$ cat src/rtl/scr_pkg.sv
package scr_pkg;
    // Active edge selection for the sampled write strobe
    typedef enum logic {
        POL_FALL = 1'b0,
        POL_RISE = 1'b1
    } edge_pol_e;
endpackage

$ cat src/rtl/scr_capture.sv
// Registers strobe level, enable, address and data every global cycle.
module scr_capture #(
    parameter int   AW       = 4,
    parameter int   DW       = 8,
    parameter logic HIST_RST = 1'b1
) (
    input  logic          clk,
    input  logic          rst_n,
    input  logic          wr_clk,
    input  logic [DW-1:0] wr_en,
    input  logic [AW-1:0] wr_addr,
    input  logic [DW-1:0] wr_data,
    output logic          hist_q,
    output logic [DW-1:0] en_q,
    output logic [AW-1:0] addr_q,
    output logic [DW-1:0] data_q
);
    typedef struct packed {
        logic          hist;
        logic [DW-1:0] en;
        logic [AW-1:0] addr;
        logic [DW-1:0] data;
    } smp_t;

    smp_t smp_d, smp_q;

    always_comb begin
        smp_d.hist = wr_clk;
        smp_d.en   = wr_en;
        smp_d.addr = wr_addr;
        smp_d.data = wr_data;
    end

    always_ff @(posedge clk or negedge rst_n) begin
        if (!rst_n) begin
            smp_q.hist <= HIST_RST;
            smp_q.en   <= '0;
            smp_q.addr <= '0;
            smp_q.data <= '0;
        end else begin
            smp_q <= smp_d;
        end
    end

    assign hist_q = smp_q.hist;
    assign en_q   = smp_q.en;
    assign addr_q = smp_q.addr;
    assign data_q = smp_q.data;
endmodule

$ cat src/rtl/scr_edge_detect.sv
// Gates the captured enable with the active-edge pattern of the strobe.
module scr_edge_detect #(
    parameter int                DW  = 8,
    parameter scr_pkg::edge_pol_e POL = scr_pkg::POL_RISE
) (
    input  logic          wr_clk,
    input  logic          hist_q,
    input  logic [DW-1:0] en_q,
    output logic [DW-1:0] we_eff
);
    logic hit;

    if (POL == scr_pkg::POL_RISE) begin : g_rise
        assign hit = wr_clk & ~hist_q;
    end else begin : g_fall
        assign hit = ~wr_clk & hist_q;
    end

    assign we_eff = hit ? en_q : '0;
endmodule

$ cat src/rtl/scr_storage.sv
// Word array with bit-masked synchronous write and combinational read.
module scr_storage #(
    parameter int AW = 4,
    parameter int DW = 8
) (
    input  logic          clk,
    input  logic [DW-1:0] we,
    input  logic [AW-1:0] waddr,
    input  logic [DW-1:0] wdata,
    input  logic [AW-1:0] raddr,
    output logic [DW-1:0] rdata
);
    localparam int DEPTH = 1 << AW;

    logic [DW-1:0] mem [DEPTH];
    logic [DW-1:0] row_d;

    always_comb begin
        row_d = (mem[waddr] & ~we) | (wdata & we);
    end

    always_ff @(posedge clk) begin
        if (|we) begin
            mem[waddr] <= row_d;
        end
    end

    assign rdata = mem[raddr];
endmodule

$ cat src/rtl/sampled_clock_ram.sv
module sampled_clock_ram #(
    parameter int                 ADDR_W   = 4,
    parameter int                 DATA_W   = 8,
    parameter scr_pkg::edge_pol_e EDGE_POL = scr_pkg::POL_RISE
) (
    input  logic              clk,
    input  logic              rst_n,
    input  logic              wr_clk,
    input  logic [DATA_W-1:0] wr_en,
    input  logic [ADDR_W-1:0] wr_addr,
    input  logic [DATA_W-1:0] wr_data,
    input  logic [ADDR_W-1:0] rd_addr,
    output logic [DATA_W-1:0] rd_data
);
    // History starts at the active level so the first sample cannot look like an edge
    localparam logic HIST_INIT = (EDGE_POL == scr_pkg::POL_RISE) ? 1'b1 : 1'b0;

    logic              hist_q;
    logic [DATA_W-1:0] en_q;
    logic [ADDR_W-1:0] addr_q;
    logic [DATA_W-1:0] data_q;
    logic [DATA_W-1:0] we_eff;

    scr_capture #(
        .AW(ADDR_W), .DW(DATA_W), .HIST_RST(HIST_INIT)
    ) u_capture (
        .clk(clk), .rst_n(rst_n), .wr_clk(wr_clk), .wr_en(wr_en),
        .wr_addr(wr_addr), .wr_data(wr_data),
        .hist_q(hist_q), .en_q(en_q), .addr_q(addr_q), .data_q(data_q)
    );

    scr_edge_detect #(
        .DW(DATA_W), .POL(EDGE_POL)
    ) u_edge (
        .wr_clk(wr_clk), .hist_q(hist_q), .en_q(en_q), .we_eff(we_eff)
    );

    scr_storage #(
        .AW(ADDR_W), .DW(DATA_W)
    ) u_storage (
        .clk(clk), .we(we_eff), .waddr(addr_q), .wdata(data_q),
        .raddr(rd_addr), .rdata(rd_data)
    );
endmodule

$ cat config.mk
export PLATFORM = sky130hd
export DESIGN_NAME = sampled_clock_ram
export DESIGN_NICKNAME = d
export VERILOG_FILES = /design/src/rtl/scr_pkg.sv /design/src/rtl/scr_capture.sv /design/src/rtl/scr_edge_detect.sv /design/src/rtl/scr_storage.sv /design/src/rtl/sampled_clock_ram.sv
export SDC_FILE = /design/constraint.sdc
export NUM_CORES = 1
export LEC_CHECK = 0
export BUFFER_PORTS_ARGS = -buffer_cell sky130_fd_sc_hd__buf_2
export CAP_MARGIN = 15
export CORE_ASPECT_RATIO = 1.1
export CORE_MARGIN = 5
export CORE_UTILIZATION = 60
export DETAILED_ROUTE_END_ITERATION = 7
export GPL_ROUTABILITY_DRIVEN = 1
export PLACE_DENSITY = 0.84
export SYNTH_ARGS = -nofsm -noshare
export SYNTH_HDL_FRONTEND = slang
export SYNTH_HIERARCHICAL = 1
export SYNTH_SLANG_ARGS = --single-unit
$ cat constraint.sdc
create_clock -name clk -period 3.5 [get_ports clk]
set_input_delay 0.175 -clock clk [delete_from_list [all_inputs] [get_ports clk]]
set_output_delay 0.175 -clock clk [all_outputs]
set_load 0.005 [all_outputs]
---- After elaboration in Yosys (flattened, before gate mapping) ----
Memory sizes are Yosys's and may differ from the RTL's.
Index checks and enable logic that the tools add are counted.
word-level totals
  memory bits (writable) .................. 128
  memories kept ........................... 1
  logic and storage cells ................. 15
  flip-flop bits (word level) ............. 21
  output and inout bits ................... 8
  input port bits ......................... 27
memories
  name           depth  width  rd ports  clocked after Yosys merged registers in  write ports  line               source
  u_storage.mem  16     8      2         0                                        1            scr_storage.sv:15  logic [DW-1:0] mem [DEPTH];
cells by class
  reductions and logical operators ........ 1
  muxes and demuxes ....................... 3
  bitwise logic cells ..................... 6
operator list
  kind                number
  AND 8 bit           2
  two-way mux 8 bit   1
  inverter 8 bit      1
  bitwise OR 8 bit    1
  OR reduction 8 bit  1
  two-way mux 1 bit   2
  AND 1 bit           1
  inverter 1 bit      1

---- Longest topological paths before layout ----
Gate-level depths: netlist of the first run.
  depth in word-level cells ............... 6
  mapped depth ............................ 6
  gate-level depth less buffers ........... 4

---- Hierarchy ----
The synthesis of the first run kept the hierarchy.
modules (own cells, without submodules)
  module           cells each  area each (µm²)  times used  seq. area each (µm²)
  scr_storage      298         6008.3           1           3843.7
  scr_capture      21          526.8            1           526.8
  scr_edge_detect  8           70.1             1           0.0

---- Worst setup path after synthesis of the first run ----
OpenSTA, ideal clock, no wires.
  path type ............................... register to register
  from .................................... reg u_capture.smp_q, in the netlist u_capture/addr_q[1]
  to ...................................... mem u_storage.mem[3][0] (enable)
  path buffers ............................ 2
  arrival time ............................ 1752 ps
  path slack .............................. 1365 ps
  clock period less this slack ............ 2135 ps
  data required time ...................... 3117 ps
  setup time .............................. 383 ps
  stages on the path, launching flop included .. 5
  cell sequence ........................... dfrtp_1 > buf_2 > clkbuf_1 > o211ai_1 > nor3_1
RTL lines
  what                      line               source
  start: declaration        scr_capture.sv:25  smp_t smp_d, smp_q;
  start signal: assignment  scr_capture.sv:41  smp_q <= smp_d;
  end: declaration          scr_storage.sv:15
No word-level cell before the write port.

---- Final worst setup path of the first run ----
  from .................................... reg u_capture.smp_q, in the netlist u_capture/addr_q[3]
  to ...................................... mem u_storage.mem[0][4], data pin
on the way
  word-level cells in the longest chain between the ends .. 3
ends and longest elaborated chain
  what                          line               source
  memory (16 x 8 bit)           --
  AND 8 bit                     scr_storage.sv:19  row_d = (mem[waddr] & ~we) | (wdata & we);
  bitwise OR 8 bit              scr_storage.sv:19
  named net u_storage.row_d[4]  scr_storage.sv:16  logic [DW-1:0] row_d;
The timed path passes the listed nets, and every way through them passes these cells.

==> results of run 1 <==
==> how the worst max path moves through the flow <==
stage	start	to	slack (ns)	cells after the start
after floorplan	u_capture/addr_q[1]	u_storage/mem[3][0]	1.36	4
after global placement	u_capture/addr_q[0]	u_storage/mem[5][6]	1.02	5
after detailed placement	u_capture/addr_q[3]	u_storage/mem[11][4]	0.93	6
after CTS	u_capture/addr_q[3]	u_storage/mem[0][4]	0.91	6
after global routing	u_capture/addr_q[3]	u_storage/mem[8][4]	0.71	5
final	u_capture/addr_q[3]	u_storage/mem[0][4]	0.81	5
==> synthesized netlist by cell type <==
cell      number  area, µm²
buf_1          6      22.52
nand2b_1       2      12.51
nor3b_2        1      12.51
buf_6          1      11.26
a221oi_1       7      61.31
nand2_1        8      30.03
and2_1         1      6.260
nor2_1        13      48.80
dfrtp_1       20      500.5
buf_2          7      35.03
mux2_2        15      168.9
nor2b_1        1      6.260
mux4_2        63       1419
mux4_1         3      78.83
a32oi_1        7      61.31
and3b_1        9      78.83
edfxtp_1     128       3844
o211ai_1       4      30.03
a22oi_1        7      52.55
nor3_1         4      20.02
dfstp_2        1      26.28
inv_1          9      33.78
or4_1          2      15.01
clkbuf_1       8      30.03
==> layout make-up <==
type                    count  area share [%]
clock buffers              21           5.563
clock inverters            11           1.612
inverters                   9          0.4267
multi-input cells         147           26.55
flip-flops and latches    149           55.21
well taps                 147           2.323
repair buffers             90           8.314
==> layer usage <==
layer	track usage (%)	up-vias	wire [µm]
met5	0	-	0
met4	12.31	0	661
met3	7.639	58	1939
met2	43.10	326	8401
met1	39.48	1986	6069
li1	-	1578	-
==> cells by family (layout without fill, tap and decap cells) <==
logic type	count (synthesis)	count (layout)	synth area share (%)
compound gates	25	25	3.107
buf+inv	31	131	2.008
flops	149	149	66.17
mux	81	81	25.23
simple gates	41	41	3.486
==> power by group through the flow <==
stage / sequential [mW] / clock, mW / combinational (mW)
global route: 2.05 / 1.85 / 0.404
finish: 2.05 / 1.75 / 0.382
CTS: 2.05 / 1.76 / 0.376
global placement: 2.08 / 0 / 0.344
detailed placement: 2.08 / 0 / 0.353
floorplan: 2.06 / 0 / 0.224
==> per-stage QoR <==
stage                     total power [mW]  worst slack, ns  instances  utilization, %  hold WS (ns)
after floorplan                      2.289            1.365        327               -       -0.1206
after global placement               2.420            1.019        520           65.63        0.1510
after detailed placement             2.432           0.9324        520           65.63        0.1565
after CTS                            4.177           0.9101        574           72.89        0.2490
after global routing                 4.305           0.7074        574           72.89        0.2963
final                                4.178           0.8055        574           72.89        0.2515
==> flip-flops by register name, indices dropped and copies added, names as in the netlist <==
name              flops
u_capture/addr_q      4
u_capture/data_q      8
u_capture/en_q        8
u_capture/hist_q      1
u_storage/mem       128
==> what timing repair did <==
| action | 4_1_cts | 5_1_grt |
|---|---|---|
| resized for setup | 0 | 0 |
| hold endpoints to repair | 41 | 0 |
| buffers inserted | 0 | 0 |
| hold buffers | 22 | 0 |
==> summary.txt, run 1 <==
CTS
  – CTS tree: yes
  – Clk slew on worst S/H paths: 0.06 ns
  – Clk Latency, worst-skew pair: 0.42 ns
  – CTS max path bufs: 2
  – Num CTS Buffers: 17
  – CTS root buf: clkbuf_16
  – H-tree levels: 4
  – Clk sinks: 149

Timing
  – Slew HR: 42.56%
  – Achievable clock frequency: 371.1 MHz
  – Worst Skew: 0.008766 ns
  – RSZ-0062 raised after global routing: false
  – Worst slew pin tran: 0.8616 ns
  – Min Tclk post-route: 2.694 ns
  – Post-route clock period utilization: 76.99%
  – Setup TNS: 0 ns
  – Final setup viols: 0
  – Final hold violation count: 0
  – Pins Over Slew Limit: 0

Power
  – LEAKAGE: 2.772 nW
  – Comb pwr share: 9.1%
  – Worst VDD drop: 466.1 µV
  – P_sw: 0.9295 mW
  – Power Density: 527.7 nW/µm²
  – Clock share of power: 41.9%
  – Internal power: 3.248 mW
  – Reg power frac: 49.0%
  – Switching fraction of total power: 22.25%

Floorplan
  – Die Wd: 110.0 µm
  – DIE HEIGHT: 120.0 µm
  – Die area: 13210 µm²
  – IO Pins: 35
  – CORE AREA: 10860 µm²
  – Starting Density: 60.82%
  – Rows: 40

Critical path
  – Critical path type: reg -> reg
  – Crit-path most repeated cell: buf_4
  – WP data required: 3.77 ns
  – R2R cell count: 5
  – CP max stage cell: dfrtp_1
  – Critical-path cell list: nor2b_1 > buf_4 > a22oi_1 > a32oi_1 > buf_4
  – Crit-path leading delay family: flip-flops
  – CP Buf/Inv Count: 2
  – Worst r2r dst: u_storage/mem[0][4]
  – Setup crit start kind: flip-flop
  – CP Max Fanout: 12
  – CP max stage delay: 0.75 ns
  – R2R setup slack: 0.81 ns
  – R2R Path Start: u_capture/addr_q[3]
  – Crit. End Element: flip-flop
  – Arr. time, crit path: 2.97 ns

Synthesis
  – Synth Area per Inst: 20.20 µm²
  – Sequential share of the synthesized area: 66.17%
  – Flops & latches, synth: 149
  – Synth Instances: 327
  – Mapped Nets: 354
  – Ys Warns: 6
  – Synthesized area: 6605 µm²
  – Cell variety after synth: 24

Route
  – Drc violations: 0
  – Wirelength, routed: 17070 µm
  – WL/cell: 29.74 µm
  – Via density: 6.878
  – Post-route ant nets: 0
  – DRT Pass-1 Iters: 7
  – Via Count: 3948
  – DR iter-0 viols: 688

Global route
  – Initial antenna violation count: 0
  – Number of global-route vias before repair: 4000
  – Largest net degree at the start of global routing: 39
  – Gr ovfl total: 0
  – First-pass GRT wire length: 25920 µm
  – GRT Total Usage: 28.53%

Layout
  – Synthesis-to-finish area growth: 19.85%
  – Fin area: 7916 µm²
  – Filler Cells Inserted: 623
  – Commonest cells after routing, fill and taps aside: 128 x edfxtp_1, 63 x mux4_2, 34 x buf_2, 33 x buf_4, 22 x dlygate4sd3_1
  – Area of the multi-input gates: 2102 µm²
  – Antenna diodes: 0
  – Nets: 441
  – Share of cells above drive strength 1: 40.98%
  – Most common cell after layout, fill and taps aside: edfxtp_1
  – Register area: 4370 µm²

Place
  – Final Wtd Congestion: 0.9134
  – Number of port buffers: 34
  – Post-DP Area: 7128 µm²
  – Dpl hpwl: 10830 µm

Status
  – Outcome: completed

Flow run
  – Total of max-cap violations: 0

Worst hold path
  – Hold Path Class: in -> async
(Power assumes the default switching activity.)
==> run 2: changes to the inputs <==
==> constraint.sdc (replaced) <==
create_clock -name clk -period 2.6 [get_ports clk]
set_input_delay 0.13 -clock clk [delete_from_list [all_inputs] [get_ports clk]]
set_output_delay 0.13 -clock clk [all_outputs]
set_load 0.005 [all_outputs]
==> summary.txt, run 2 (same netlist as run 1, synthesis figures left out) <==
Status
  – Outcome: completed

Timing
  – Worst slew pin tran: 1.139 ns (+0.2774 ns)
  – Slew HR: 24.07% (-18 points)
  – Worst Skew: 0.007653 ns (-0.001114 ns)
  – Setup ws final: 0.1029 ns (-0.7026 ns)
  – Final hold violation count: 0 (unchanged)
  – Final setup viols: 0 (unchanged)
  – RSZ-0062 raised after global routing: false
  – Min Tclk post-route: 2.497 ns (-0.1974 ns)
  – Achievable clock frequency: 400.5 MHz (+7.9%)
  – Post-route clock period utilization: 96.04% (+19 points)
  – Pins Over Slew Limit: 0 (unchanged)

Layout
  – Most common cell after layout, fill and taps aside: edfxtp_1
  – Largest Register: u_storage/mem
  – Max reg flops: 128 (unchanged)
  – Antenna diodes: 0 (unchanged)
  – Area of the multi-input gates: 2130 µm² (+1.3%)
  – Nets: 427 (-3.2%)
  – Share of cells above drive strength 1: 40.92% (-0.064 points)
  – Commonest cells after routing, fill and taps aside: 128 x edfxtp_1, 63 x mux4_2, 34 x buf_2, 22 x dlygate4sd3_1, 20 x dfrtp_1
  – Register area: 4370 µm² (unchanged)
  – Fin area: 7936 µm² (+0.25%)
  – Synthesis-to-finish area growth: 20.16%
  – Filler Cells Inserted: 613 (-1.6%)

Floorplan
  – Rows: 40 (unchanged)
  – Die area: 13210 µm² (unchanged)
  – DIE HEIGHT: 120.0 µm (unchanged)
  – IO Pins: 35 (unchanged)
  – Starting Density: 60.82% (unchanged)
  – CORE AREA: 10860 µm² (unchanged)
  – Die Wd: 110.0 µm (unchanged)

Worst hold path
  – Hold Path Class: in -> async

Route
  – WL/cell: 28.61 µm (-3.8%)
  – Post-route ant nets: 0 (unchanged)
  – M1 wire length: 5831 µm (-3.9%)
  – Via Count: 3838 (-2.8%)
  – Detailed-routed wire length on met2: 7990 µm (-4.9%)
  – Drc violations: 0 (unchanged)
  – Top layer in use: met4
  – Via density: 6.854 (-0.36%)
  – Detail Route met3 WL: 1633 µm (-16%)
  – Wirelength, routed: 16020 µm (-6.2%)
  – DRT Pass-1 Iters: 6 (-1)
  – DR iter-0 viols: 582 (-15%)

Critical path
  – Critical-path cell list: and3b_1 > or4_1 > o211ai_1 > nor2_1
  – WP data required: 2.69 ns (-1.08 ns)
  – R2R setup slack: 0.10 ns (-0.70 ns)
  – Worst r2r dst: u_storage/mem[5][5]
  – R2R Path Start: u_capture/hist_q
  – CP max stage cell: or4_1
  – Crit. End Element: flip-flop
  – Arr. time, crit path: 2.59 ns (-0.38 ns)
  – R2R cell count: 4 (-1)
  – Setup crit start kind: flip-flop
  – CP Max Fanout: 8 (-4)
  – Critical path type: reg -> reg
  – CP max stage delay: 0.60 ns (-0.15 ns)

CTS
  – CTS tree: yes
  – H-tree levels: 4 (unchanged)
  – Num CTS Buffers: 17 (unchanged)
  – CTS root buf: clkbuf_16
  – Clk Latency, worst-skew pair: 0.42 ns (about the same)
  – Clk slew on worst S/H paths: 0.06 ns (about the same)
  – Post-CTS setup buffers: 0 (unchanged)
  – CTS max path bufs: 2 (unchanged)
  – Clk sinks: 149 (unchanged)

Place
  – Final Wtd Congestion: 0.8936 (-2.2%)
  – Dpl hpwl: 10060 µm (-7.1%)
  – Number of port buffers: 34 (unchanged)
  – Setup WS pre-CTS: 0.1145 ns (-0.8179 ns)
  – Post-DP Area: 7066 µm² (-0.88%)

Global route
  – Number of global-route vias before repair: 3998 (-0.050%)
  – First-pass GRT wire length: 24560 µm (-5.2%)
  – GRT Total Usage: 26.70% (-1.8 points)
  – Initial antenna violation count: 0 (unchanged)
  – Gr ovfl total: 0 (unchanged)
  – Largest net degree at the start of global routing: 39 (unchanged)

Flow run
  – Total of max-cap violations: 0 (unchanged)

Power
  – LEAKAGE: 2.740 nW (-1.2%)
  – Worst VDD drop: 545.4 µV (+17%)
  – Power Density: 738.1 nW/µm² (+40%)
## run 2: cell types whose count changed in the layout (fill, tap and decap cells not counted), sizes merged
cell / delta
buf: -14
clkbuf: -4
bufinv: +2
clkinvlp: +2
clkinv: -1
inv: +1
## run 2: per-stage QoR
stage	utilization, %	TNS (ns)	hold slack (ns)	cells	power (mW)
2_1_floorplan	-	0	-0.1656	327	3.081
5_1_grt	73.08	0	0.2400	560	6.033
3_5_place_dp	65.06	0	0.1136	506	3.278
4_1_cts	72.87	0	0.1999	560	5.865
3_3_place_gp	65.01	-0.9980	0.1093	506	3.259
6_report	73.08	0	0.1948	560	5.858
## run 2: cell type report
cell class | count | share of cell area, %
clock buffer | 17 | 5.360
clock inverter | 15 | 2.554
inverter | 9 | 0.4257
multi-input combinational | 147 | 26.83
sequential | 149 | 55.07
tap | 147 | 2.318
timing repair buffer | 76 | 7.441
## run 2: worst max path at each step
stage                        start             endpoint  slack, ns  depth (start not counted)
2_1_floorplan  u_capture/addr_q[1]  u_storage/mem[3][0]       0.46                          4
3_3_place_gp      u_capture/hist_q  u_storage/mem[1][6]      -0.13                          4
3_5_place_dp   u_capture/addr_q[2]  u_storage/mem[0][2]       0.11                          3
4_1_cts        u_capture/addr_q[0]  u_storage/mem[7][2]       0.07                          4
5_1_grt           u_capture/hist_q  u_storage/mem[5][6]       0.06                          4
6_report          u_capture/hist_q  u_storage/mem[5][5]       0.10                          4
## run 2: worst max-delay path, delay by kind of cell, from the launching register on
family             cells  cell delay (ns)
and+or+nand+nor        3             1.17
AOI/OAI and AO/OA      1             0.42
DFF                    1             0.58
## run 2: report_power, final
group / switching, mW / internal, mW
sequential: 0.0328 / 2.72
combinational: 0.279 / 0.244
clock: 0.975 / 1.61
total: 1.29 / 4.57
## run 2: layer usage
| metal | track usage, % | vias to the layer above |
|---|---|---|
| met4 | 11.85 | 0 |
| li1 | - | 1546 |
| met1 | 36.67 | 1968 |
| met2 | 40.82 | 276 |
| met5 | 0 | - |
| met3 | 6.616 | 48 |
## run 2: timing repair
item	CTS	global route
hold buffers	22	0
hold endpoints to repair	41	0
endpoints found under the setup margin	0	40
gates resized for setup	0	3
